<file path="config.mk">
export PLATFORM = sky130hd
export DESIGN_NAME = coarse_mv_search
export DESIGN_NICKNAME = d
export VERILOG_FILES = /design/src/rtl/cms_pkg.sv /design/src/rtl/cms_sad_pe.sv /design/src/rtl/cms_ctrl.sv /design/src/rtl/cms_datapath.sv /design/src/rtl/coarse_mv_search.sv
export SDC_FILE = /design/constraint.sdc
export NUM_CORES = 2
export LEC_CHECK = 0
export ABC_AREA = 0
export BUFFER_PORTS_ARGS = -buffer_cell sky130_fd_sc_hd__buf_4
export CORE_ASPECT_RATIO = 1.25
export CORE_MARGIN = 2
export CORE_UTILIZATION = 45
export CTS_CLUSTER_DIAMETER = 150
export CTS_CLUSTER_SIZE = 24
export DETAILED_ROUTE_END_ITERATION = 8
export PLACE_DENSITY = 0.67
export SLEW_MARGIN = 5
export SYNTH_ARGS = -nofsm -noshare
export SYNTH_HDL_FRONTEND = slang
export SYNTH_SLANG_ARGS = --single-unit
</file>
<file path="constraint.sdc">
create_clock -name clk -period 21.5 [get_ports clk]
set_clock_uncertainty 0.1 [all_clocks]
set_input_delay 4.3 -clock clk [delete_from_list [all_inputs] [get_ports clk]]
set_output_delay 4.3 -clock clk [all_outputs]
set_load 0.02 [all_outputs]
</file>
<file path="src/rtl/cms_pkg.sv">
package cms_pkg;
  localparam int PIX_W   = 8;
  localparam int NUM_PE  = 32;
  localparam int TPL_DIM = 8;
  localparam int TPL_N   = TPL_DIM * TPL_DIM;
  localparam int LINE_N  = NUM_PE + TPL_DIM - 1;
  localparam int SAD_MAX = TPL_N * ((1 << PIX_W) - 1);
  localparam int SAD_W   = $clog2(SAD_MAX + 1);
  localparam int TPL_AW  = $clog2(TPL_N);
  localparam int LINE_AW = $clog2(LINE_N);
  localparam int PE_AW   = $clog2(NUM_PE);
  localparam int COL_AW  = $clog2(TPL_DIM);
  localparam int CNT_W   = $clog2(LINE_N + 1);
  localparam int COORD_W = 10;
  localparam int MV_W    = COORD_W + 1;

  typedef enum logic [2:0] {
    ST_IDLE, ST_LOAD, ST_CALC, ST_SCAN, ST_FIN
  } state_t;

  // strobes from control to datapath
  typedef struct packed {
    logic                       capRef;
    logic                       capTpl;
    logic [LINE_AW-1:0]         capIdx;
    logic                       calcEn;
    logic                       accClr;
    logic [COL_AW-1:0]          calcCol;
    logic                       scanEn;
    logic                       scanFirst;
    logic [PE_AW-1:0]           scanIdx;
    logic signed [COORD_W-1:0]  candX;
    logic signed [COORD_W-1:0]  candY;
    logic                       outLatch;
  } strobe_t;
endpackage

</file>
<file path="src/rtl/cms_sad_pe.sv">
module cms_sad_pe
  import cms_pkg::*;
(
  input  logic             clk,
  input  logic             rstN,
  input  logic             enI,
  input  logic             clrI,
  input  logic [PIX_W-1:0] aI,
  input  logic [PIX_W-1:0] bI,
  output logic [SAD_W-1:0] accO
);
  logic [PIX_W-1:0] absDiff;

  always_comb begin
    absDiff = (aI > bI) ? (aI - bI) : (bI - aI);
  end

  always_ff @(posedge clk or negedge rstN) begin
    if (!rstN) begin
      accO <= '0;
    end else if (enI) begin
      accO <= clrI ? SAD_W'(absDiff) : accO + SAD_W'(absDiff);
    end
  end

  // accumulation never wraps back below its previous value
  a_r3_no_overflow: assert property (@(posedge clk) disable iff (!rstN)
    (enI && !clrI) |=> (accO >= $past(accO)));
endmodule

</file>
<file path="src/rtl/cms_ctrl.sv">
module cms_ctrl
  import cms_pkg::*;
#(
  parameter int H_GROUPS = 4,
  parameter int V_CAND   = 57,
  parameter int X_MIN    = -64,
  parameter int Y_MIN    = -28,
  parameter int HOP_X    = 105,
  parameter int HOP_Y    = 56
) (
  input  logic                      clk,
  input  logic                      rstN,
  input  logic                      startI,
  input  logic signed [COORD_W-1:0] baseXI,
  input  logic signed [COORD_W-1:0] baseYI,
  output logic                      tplRdO,
  output logic [TPL_AW-1:0]         tplAddrO,
  output logic                      refRdO,
  output logic signed [COORD_W-1:0] refXO,
  output logic signed [COORD_W-1:0] refYO,
  output logic                      busyO,
  output strobe_t                   stO
);
  localparam int X_MAX = X_MIN + NUM_PE * H_GROUPS - 1;
  localparam int Y_MAX = Y_MIN + V_CAND - 1;
  localparam int X_LO  = -HOP_X - X_MIN;
  localparam int X_HI  = HOP_X - X_MAX;
  localparam int Y_LO  = -HOP_Y - Y_MIN;
  localparam int Y_HI  = HOP_Y - Y_MAX;
  localparam int G_W   = $clog2(H_GROUPS + 1);
  localparam int V_W   = $clog2(V_CAND + 1);

  state_t                    state;
  logic [CNT_W-1:0]          cnt;
  logic [COL_AW-1:0]         rowCnt;
  logic [G_W-1:0]            gCnt;
  logic [V_W-1:0]            vCnt;
  logic signed [COORD_W-1:0] baseXq;
  logic signed [COORD_W-1:0] baseYq;
  logic signed [COORD_W-1:0] xGrp;
  logic signed [COORD_W-1:0] yCur;

  function automatic int clampInt(input int v, input int lo, input int hi);
    if (v < lo) return lo;
    if (v > hi) return hi;
    return v;
  endfunction

  always_comb begin
    xGrp = COORD_W'(int'(baseXq) + X_MIN + int'(gCnt) * NUM_PE);
    yCur = COORD_W'(int'(baseYq) + Y_MIN + int'(vCnt));
  end

  always_ff @(posedge clk or negedge rstN) begin
    if (!rstN) begin
      state  <= ST_IDLE;
      cnt    <= '0;
      rowCnt <= '0;
      gCnt   <= '0;
      vCnt   <= '0;
      baseXq <= '0;
      baseYq <= '0;
    end else begin
      case (state)
        ST_IDLE: begin
          if (startI) begin
            baseXq <= COORD_W'(clampInt(int'(baseXI), X_LO, X_HI));
            baseYq <= COORD_W'(clampInt(int'(baseYI), Y_LO, Y_HI));
            cnt    <= '0;
            rowCnt <= '0;
            gCnt   <= '0;
            vCnt   <= '0;
            state  <= ST_LOAD;
          end
        end
        ST_LOAD: begin
          if (cnt == CNT_W'(LINE_N)) begin
            cnt   <= '0;
            state <= ST_CALC;
          end else begin
            cnt <= cnt + 1'b1;
          end
        end
        ST_CALC: begin
          if (cnt == CNT_W'(TPL_DIM - 1)) begin
            cnt <= '0;
            if (rowCnt == COL_AW'(TPL_DIM - 1)) begin
              rowCnt <= '0;
              state  <= ST_SCAN;
            end else begin
              rowCnt <= rowCnt + 1'b1;
              state  <= ST_LOAD;
            end
          end else begin
            cnt <= cnt + 1'b1;
          end
        end
        ST_SCAN: begin
          if (cnt == CNT_W'(NUM_PE - 1)) begin
            cnt   <= '0;
            state <= ST_LOAD;
            if (gCnt == G_W'(H_GROUPS - 1)) begin
              gCnt <= '0;
              if (vCnt == V_W'(V_CAND - 1)) begin
                state <= ST_FIN;
              end else begin
                vCnt <= vCnt + 1'b1;
              end
            end else begin
              gCnt <= gCnt + 1'b1;
            end
          end else begin
            cnt <= cnt + 1'b1;
          end
        end
        ST_FIN:  state <= ST_IDLE;
        default: state <= ST_IDLE;
      endcase
    end
  end

  always_comb begin
    stO      = '0;
    tplRdO   = 1'b0;
    refRdO   = 1'b0;
    tplAddrO = TPL_AW'(int'(rowCnt) * TPL_DIM + int'(cnt[COL_AW-1:0]));
    refXO    = COORD_W'(int'(xGrp) + int'(cnt));
    refYO    = COORD_W'(int'(yCur) + int'(rowCnt));
    busyO    = (state != ST_IDLE);
    case (state)
      ST_LOAD: begin
        refRdO       = (cnt < CNT_W'(LINE_N));
        tplRdO       = (cnt < CNT_W'(TPL_DIM));
        stO.capRef   = (cnt != '0);
        stO.capTpl   = (cnt != '0) && (cnt <= CNT_W'(TPL_DIM));
        stO.capIdx   = LINE_AW'(cnt - CNT_W'(1));
      end
      ST_CALC: begin
        stO.calcEn  = 1'b1;
        stO.calcCol = cnt[COL_AW-1:0];
        stO.accClr  = (rowCnt == '0) && (cnt == '0);
      end
      ST_SCAN: begin
        stO.scanEn    = 1'b1;
        stO.scanIdx   = cnt[PE_AW-1:0];
        stO.candX     = COORD_W'(int'(xGrp) + int'(cnt));
        stO.candY     = yCur;
        stO.scanFirst = (gCnt == '0) && (vCnt == '0) && (cnt == '0);
      end
      ST_FIN:  stO.outLatch = 1'b1;
      default: ;
    endcase
  end

  // every reference fetch stays within the clamped hop limits plus template extent
  a_r7_ref_in_range: assert property (@(posedge clk) disable iff (!rstN)
    refRdO |-> ((int'(refXO) >= -HOP_X) && (int'(refXO) <= HOP_X + TPL_DIM - 1) &&
                (int'(refYO) >= -HOP_Y) && (int'(refYO) <= HOP_Y + TPL_DIM - 1)));

  // template reads only occur while reference reads are also being issued
  a_r9_tpl_with_ref: assert property (@(posedge clk) disable iff (!rstN)
    tplRdO |-> refRdO);
endmodule

</file>
<file path="src/rtl/cms_datapath.sv">
module cms_datapath
  import cms_pkg::*;
(
  input  logic                      clk,
  input  logic                      rstN,
  input  strobe_t                   st,
  input  logic [PIX_W-1:0]          tplPixI,
  input  logic [PIX_W-1:0]          refPixI,
  output logic                      doneO,
  output logic signed [MV_W-1:0]    mvXO,
  output logic signed [MV_W-1:0]    mvYO,
  output logic [SAD_W-1:0]          sadO
);
  logic [PIX_W-1:0]          lineBuf [LINE_N];
  logic [PIX_W-1:0]          tplRow  [TPL_DIM];
  logic [SAD_W-1:0]          accArr  [NUM_PE];
  logic [SAD_W-1:0]          candSad;
  logic [SAD_W-1:0]          bestSad;
  logic signed [COORD_W-1:0] bestX;
  logic signed [COORD_W-1:0] bestY;

  always_ff @(posedge clk) begin
    if (st.capRef) lineBuf[st.capIdx] <= refPixI;
    if (st.capTpl) tplRow[st.capIdx[COL_AW-1:0]] <= tplPixI;
  end

  for (genvar k = 0; k < NUM_PE; k++) begin : g_pe
    cms_sad_pe u_pe (
      .clk  (clk),
      .rstN (rstN),
      .enI  (st.calcEn),
      .clrI (st.accClr),
      .aI   (tplRow[st.calcCol]),
      .bI   (lineBuf[LINE_AW'(k) + LINE_AW'(st.calcCol)]),
      .accO (accArr[k])
    );
  end

  always_comb begin
    candSad = accArr[st.scanIdx];
  end

  always_ff @(posedge clk or negedge rstN) begin
    if (!rstN) begin
      bestSad <= '0;
      bestX   <= '0;
      bestY   <= '0;
      doneO   <= 1'b0;
      mvXO    <= '0;
      mvYO    <= '0;
      sadO    <= '0;
    end else begin
      if (st.scanEn && (st.scanFirst || (candSad < bestSad))) begin
        bestSad <= candSad;
        bestX   <= st.candX;
        bestY   <= st.candY;
      end
      doneO <= st.outLatch;
      if (st.outLatch) begin
        mvXO <= MV_W'(2 * int'(bestX));
        mvYO <= MV_W'(2 * int'(bestY));
        sadO <= bestSad;
      end
    end
  end

  // done lasts exactly one cycle
  a_r2_done_single: assert property (@(posedge clk) disable iff (!rstN)
    doneO |=> !doneO);

  // reported SAD never exceeds the largest reachable sum
  a_r3_sad_bound: assert property (@(posedge clk) disable iff (!rstN)
    doneO |-> (int'(sadO) <= SAD_MAX));

  // the running best never gets worse after the first candidate
  a_r4_best_not_worse: assert property (@(posedge clk) disable iff (!rstN)
    (st.scanEn && !st.scanFirst) |=> (bestSad <= $past(bestSad)));
endmodule

</file>
<file path="src/rtl/coarse_mv_search.sv">
module coarse_mv_search
  import cms_pkg::*;
#(
  parameter int H_GROUPS = 4,
  parameter int V_CAND   = 57,
  parameter int X_MIN    = -64,
  parameter int Y_MIN    = -28,
  parameter int HOP_X    = 105,
  parameter int HOP_Y    = 56
) (
  input  logic                      clk,
  input  logic                      rstN,
  input  logic                      startI,
  input  logic signed [COORD_W-1:0] baseXI,
  input  logic signed [COORD_W-1:0] baseYI,
  output logic                      tplRdO,
  output logic [TPL_AW-1:0]         tplAddrO,
  input  logic [PIX_W-1:0]          tplPixI,
  output logic                      refRdO,
  output logic signed [COORD_W-1:0] refXO,
  output logic signed [COORD_W-1:0] refYO,
  input  logic [PIX_W-1:0]          refPixI,
  output logic                      doneO,
  output logic signed [MV_W-1:0]    mvXO,
  output logic signed [MV_W-1:0]    mvYO,
  output logic [SAD_W-1:0]          sadO
);
  strobe_t st;
  logic    busy;

  cms_ctrl #(
    .H_GROUPS (H_GROUPS),
    .V_CAND   (V_CAND),
    .X_MIN    (X_MIN),
    .Y_MIN    (Y_MIN),
    .HOP_X    (HOP_X),
    .HOP_Y    (HOP_Y)
  ) u_ctrl (
    .clk      (clk),
    .rstN     (rstN),
    .startI   (startI),
    .baseXI   (baseXI),
    .baseYI   (baseYI),
    .tplRdO   (tplRdO),
    .tplAddrO (tplAddrO),
    .refRdO   (refRdO),
    .refXO    (refXO),
    .refYO    (refYO),
    .busyO    (busy),
    .stO      (st)
  );

  cms_datapath u_dp (
    .clk     (clk),
    .rstN    (rstN),
    .st      (st),
    .tplPixI (tplPixI),
    .refPixI (refPixI),
    .doneO   (doneO),
    .mvXO    (mvXO),
    .mvYO    (mvYO),
    .sadO    (sadO)
  );

  // result ports hold while the engine sits idle without a new request
  a_r8_result_hold: assert property (@(posedge clk) disable iff (!rstN)
    (!busy && !startI) |=> ($stable(mvXO) && $stable(mvYO) && $stable(sadO)));

  // result ports move only together with a done pulse
  a_r8_change_with_done: assert property (@(posedge clk) disable iff (!rstN)
    (!$stable(mvXO) || !$stable(mvYO) || !$stable(sadO)) |-> doneO);
endmodule

</file>
Yosys cells after proc, flatten, opt, wreduce, memory -nomap -nowiden
Memories as Yosys holds them, arrays and structs flattened.
Cells that the tools add are included.

word-level totals
  register bits = 558
  bits in writable memories = 376
  input port bits = 39
  output and inout bits = 65
  logic and storage cells = 389
  memories = 2

operators by class
  add/sub/neg operators = 139
  $lt $le $gt $ge = 41
  equal/unequal tests = 16
  multiplexer cells = 123
  bitwise gates (word level) = 1
  reductions and logical operators = 21

memory list
  memory        words  bits a word  rd ports  clocked after Yosys merged registers in  wr ports  RTL line            text
  u_dp.lineBuf  39     8            32        0                                        1         cms_datapath.sv:14  logic [PIX_W-1:0] lineBuf [LINE_N];
  u_dp.tplRow   8      8            1         0                                        1         cms_datapath.sv:15  logic [PIX_W-1:0] tplRow [TPL_DIM];

operator list
  operator             number
  $sub 8x8->8          64
  $mux 14              34
  $add 14x8->14        32
  $mux 8               33
  $gt 8x8->1           32
  $add 5x3->6 const A  16
  $mux 10              8
  $bmux 14 s5          1
  $mux 6               7
  $add 4x3->5 const A  8
  $mux 3               11
  $mux 27              1
  $pmux 6 s4           1
  $mux 1               21
  $add 10x7->10        2
  $add 3x3->4 const A  4
  $lt 14x14->1         1
  $add 6x1->6 const B  2
  $eq 6x6->1 const B   2
  $logic_not 6->1      2
  $pmux 3 s2           2
  $pmux 3 s4           1
  $pmux 6 s2           1
  $add 10x4->10        1
  other kinds (36)     54

Depth between registers and ports, before layout
  word-level depth = 11
  mapped depth = 39

By module
Synthesis repeated with hierarchy kept, for this count alone.

second synthesis, totals
  cell total of the unflattened synthesis = 9907
  area, all modules = 94500.6 um^2

by module, submodules not included
  module                                times used  cells an instance  area an instance (um^2)  seq. area each (um^2)
  cms_datapath                          1           2359               32172.1                  13017.5
  cms_sad_pe at u_dp.g_pe[24].u_pe ...  16          217                1823.0                   350.3
  cms_sad_pe at u_dp.g_pe[13].u_pe ...  11          229                1848.0                   350.3
  cms_sad_pe at u_dp.g_pe[0].u_pe ...   4           224                1823.0                   350.3
  cms_ctrl                              1           445                3679.8                   1026.0
  cms_sad_pe at u_dp.g_pe[23].u_pe      1           216                1860.5                   350.3

Least setup slack after synthesis
OpenSTA, ideal clock, no wires.

  kind = register to register
  from = register u_ctrl.state[1]
  to = register u_dp.g_pe[13].u_pe.accO[12]
  data arrival time = 8255 ps
  data required time = 21268 ps
  path slack = 13014 ps
  stages on the path, launching flop included = 30
  clock period less this slack = 8486 ps
  cells stage by stage = dfrtp_1 -> buf_2 -> nor3b_4 -> and2_1 -> clkbuf_1 -> buf_4 -> inv_2 -> clkbuf_1 -> clkbuf_1 -> clkbuf_1 -> nand2_1 -> a311oi_1 -> a31o_2 -> inv_1 -> ha_1 -> and4_1 -> o2bb2ai_1 -> a21oi_2 -> mux2_2 -> o21ai_0 -> xor2_1 -> ha_1 -> o21ai_0 -> a21boi_0 -> o21ai_0 -> a21boi_0 -> o21ai_0 -> a211oi_1 -> xnor2_1 -> nor2_1

between the ends
  longest elaborated chain between the ends = 8

RTL lines
  element                                    RTL line            text
  start, declared                            cms_ctrl.sv:33      state_t state;
  start signal, assigned                     cms_ctrl.sv:56      state <= ST_IDLE;
  start signal, assigned                     cms_ctrl.sv:73      state <= ST_LOAD;
  start signal, assigned                     cms_ctrl.sv:79      state <= ST_CALC;
  $eq 3x2->1 *                               cms_ctrl.sv:130     case (state)
  $mux 5 *                                   cms_ctrl.sv:130
  $add 4x3->5                                cms_datapath.sv:34  .bI (lineBuf[LINE_AW'(k) + LINE_AW'(st.calcCol)]),
  $mem_v2 39x8                               --
  $sub 8x8->8 or $gt 8x8->1 (tied branches)  cms_sad_pe.sv:15    absDiff = (aI > bI) ? (aI - bI) : (bI - aI);
  $mux 8                                     cms_sad_pe.sv:15
  $add 14x8->14                              cms_sad_pe.sv:22    accO <= clrI ? SAD_W'(absDiff) : accO + SAD_W'(absDiff);
  $mux 14                                    cms_sad_pe.sv:22
  end signal, assigned                       cms_sad_pe.sv:22
  end, declared                              cms_sad_pe.sv:10    output logic [SAD_W-1:0] accO

Every way passes the cells marked *; elsewhere a longest branch is shown, timed or not.
A chain may end at the register's enable or synchronous reset.

Worst setup path in the final report
  from = register u_ctrl.state[1]
  to = register u_dp.g_pe[29].u_pe.accO[11]

between the ends
  longest elaborated chain between the ends = 8

RTL lines
  element                                    RTL line
  $eq 3x2->1 *                               cms_ctrl.sv:130
  $mux 5 *                                   cms_ctrl.sv:130
  $add 5x3->6                                cms_datapath.sv:34
  $mem_v2 39x8                               --
  $sub 8x8->8 or $gt 8x8->1 (tied branches)  cms_sad_pe.sv:15
  $mux 8                                     cms_sad_pe.sv:15
  $add 14x8->14                              cms_sad_pe.sv:22
  $mux 14                                    cms_sad_pe.sv:22
  end signal, assigned                       cms_sad_pe.sv:22
  end, declared                              cms_sad_pe.sv:10

Marks and branches as above.

==> impl_metrics.toml <==
[finish]
multi_input_area_um2 = 55100
drive_gt1_frac = 0.0596
fin_util = 0.478
regArea_um2 = 25300
areaGrowthSynthToFinish_pct = 5.31
num-fill-cells = 17771
nets = 10573
postLayoutCellArea_um2 = 89000

[sta]
min_period_over_period = 0.494
setup_viol = 0
max_freq_ghz = 0.0942
finalSetupTns_ns = 0
maxSlewViolCount = 3
period_needed_ns = 10.62
rsz0062_at_grt = "false"
worstMarginPinSlew_ns = 1.58
whs_ns = 0.406
maxSlewHeadroom = -0.0666
hold_viol_final = 0

[synthesis]
netlist.top_cell.by_area = "dfrtp_1"
synth_top_area_share = 0.165
synthFlopType = "dfrtp_1"
synth.avg_cell_area_um2 = 8.58
ys_top_cells_by_area = "dfrtp_1, edfxtp_1, ha_1, mux2i_1, nand2_1"
ys_ff_latch = 934
synth_edf_count = 376
synth_area_um2 = 84500
synth_seq_area_share = 0.299
synth_warnings = 0
ys_types = 91
synthesis.instances = 9846
async_reset_ff_frac = 0.597

[grt]
antenna_found_initial = 13
grt_use_total = 0.346
use_met2 = 0.525
use_met3 = 0.0709
grt_pass1_wl_um = 489000
grtUsageMet1 = 0.443
grt_busiest_layer = "met2"
first_global_vias = 71832
gr-total-overflow = 0
grt_max_degree = 179

[critical_path]
rr_endpoint = "u_dp.g_pe[29].u_pe.accO[11]$_DFFE_PN0P_"
crit_slowest_cell = "buf_4"
max_stage_delay_ns = 0.83
worstRegToRegCells = 29
startpoint_type = "flop"
critical_path_class = "flop to flop"
r2r_setup_slack_ns = 10.88
critPathCapture = "u_dp.g_pe[29].u_pe.accO[11]$_DFFE_PN0P_"
crit_top_cell = "a21oi_1"
required_ns = 21.99
r2r_start = "u_ctrl.state[1]$_DFFE_PN0P_"
startpoint = "u_ctrl.state[1]$_DFFE_PN0P_"
crit_path_end_kind = "flop"
arrival_ns = 11.10
crit_fanout = 158

[floorplanning]
die_w_um = 392
die_h_um = 488
die_area_um2 = 191000
num_rows = 177
initial_utilization = 0.454
core_area_um2 = 186000
ios = 104

[route]
dr.pass1.iters = 7
drtAntennaViolNets = 0
drtIter0Drc = 8548
viasPerCell = 6.30
vias = 76515
drt-total-wl_um = 339000
route.detailed.drc = 0
wl_per_cell_um = 27.9

[clocking]
hold_buffers = 0
clk_pin_slew_ns = 0.12
numCtsBuffers = 45
cts_resized = 0
root_buffer = "clkbuf_16"
cts_tree = "yes"
cts_buffer_depth = 3
htreeDepth = 2
cts.sinks = 934
clock_latency_ns = 0.72
cts_setup_buffers = 0

[flow_run]
maxCapViolations = 1

[run_status]
violations = "max-capacitance violations, max-slew violations"
status = "finished, violations left"

[placement]
placed_area_um2 = 87700
dpl.hpwl_um = 254000
portBuffers = 101
finalWeightedCongestion = 1.05

[hold_path]
hp-class = "flop to flop"
[state kept, by name, summed over array words and instances, names as in the netlist]
| register | flops |
|---|---|
| u_ctrl.vCnt | 6 |
| u_ctrl.state | 3 |
| u_dp.g_pe.u_pe.accO | 448 |
| u_dp.doneO | 1 |
| u_dp.lineBuf | 312 |
| u_dp.mvYO | 10 |
| u_dp.bestY | 10 |
| u_dp.bestSad | 14 |
| u_ctrl.cnt | 6 |
| u_ctrl.gCnt | 3 |
| u_dp.sadO | 14 |
| u_ctrl.rowCnt | 3 |
| u_dp.bestX | 10 |
| u_dp.mvXO | 10 |
| u_ctrl.baseXq | 10 |
| u_ctrl.baseYq | 10 |
| u_dp.tplRow | 64 |
[cells in the final DEF, fill, tap and decap left out, types with 212 or more instances in the layout]
master,instances
a21o_1,212
a21oi_1,605
buf_4,244
dfrtp_1,555
edfxtp_1,376
ha_1,807
inv_1,591
mux2i_1,697
nand2_1,1593
nand3_1,343
nor2_1,660
o21ai_0,376
xnor2_1,395
[routing by layer]
layer  wire (µm)  vias up  part of all wire
li1            -    34314                 -
met1      134000    37572              0.40
met2      146000     3740              0.43
met3       30600      875             0.090
met4       27500       14             0.081
met5          95        -           0.00028
[worst max-delay path, delay by kind of cell, from the launching register on]
family / cells / cell delay [ns]
AOI/OAI and AO/OA: 12 / 3.12
buffers and inverters: 6 / 2.68
muxes: 3 / 1.30
and+or+nand+nor: 5 / 1.28
adders and majority gates: 2 / 0.76
DFF: 1 / 0.74
xor gates and xnor gates: 1 / 0.17
[final cells by class]
type	instances	share of cell area
diodes	7	0.000197
clock buffers	58	0.0134
clock inverters	4	0.000548
inverters	597	0.0253
multi-input cells	7795	0.619
flip-flops and latches	934	0.284
well taps	2506	0.0352
repair buffers	253	0.0226
[kinds of logic after synthesis]
family | after synthesis | synth area share
AOI/OAI and AO/OA | 2182 | 0.168
muxes | 874 | 0.110
and+or+nand+nor | 3276 | 0.170
xor gates and xnor gates | 553 | 0.0573
adders and majority gates | 908 | 0.143
buffers and inverters | 1118 | 0.0523
other | 1 | 0.0000444
DFF | 934 | 0.299
[stage by stage]
step                      setup slack [ns]  std cells
after floorplan                      13.01       9847
after global placement               11.41      12085
after detailed placement             11.29      12085
after CTS                            11.27      12147
after global routing                 10.49      12148
final                                10.88      12154
[synth_stat cells, types with 64 or more instances]
cell	number
fa_1	100
nor3_1	112
buf_1	81
a221o_1	85
nor2b_1	77
mux2i_1	697
edfxtp_1	376
inv_1	594
a211oi_1	65
a21oi_1	606
clkbuf_1	324
nand3_1	343
a31oi_1	208
o21bai_1	92
xor2_1	156
buf_2	90
o21a_1	64
and3_1	163
nor2_1	669
dfrtp_1	558
nand2_1	1596
xnor2_1	397
nand4_1	77
o21ai_0	378
ha_1	808
mux2_2	147
a21o_1	212
[worst min path at each step]
stage                                   endpoint  cells past startpoint                          from  slack (ns)
CTS                     u_dp.mvYO[2]$_DFFE_PN0P_                      1     u_dp.bestY[1]$_DFFE_PN0P_        0.41
detailed placement      u_dp.mvYO[2]$_DFFE_PN0P_                      1     u_dp.bestY[1]$_DFFE_PN0P_        0.39
finish                 u_dp.bestY[4]$_DFFE_PN0P_                      1     u_dp.bestY[4]$_DFFE_PN0P_        0.41
global route           u_dp.bestY[4]$_DFFE_PN0P_                      1     u_dp.bestY[4]$_DFFE_PN0P_        0.43
global placement       u_dp.bestY[4]$_DFFE_PN0P_                      1     u_dp.bestY[4]$_DFFE_PN0P_        0.37
floorplan           u_ctrl.baseXq[0]$_DFFE_PN0P_                      2  u_ctrl.baseXq[0]$_DFFE_PN0P_        0.35
Power is left out: the tool's default activity adds up to more than one toggle a clock period on the data nets, which glitch-free logic cannot reach.
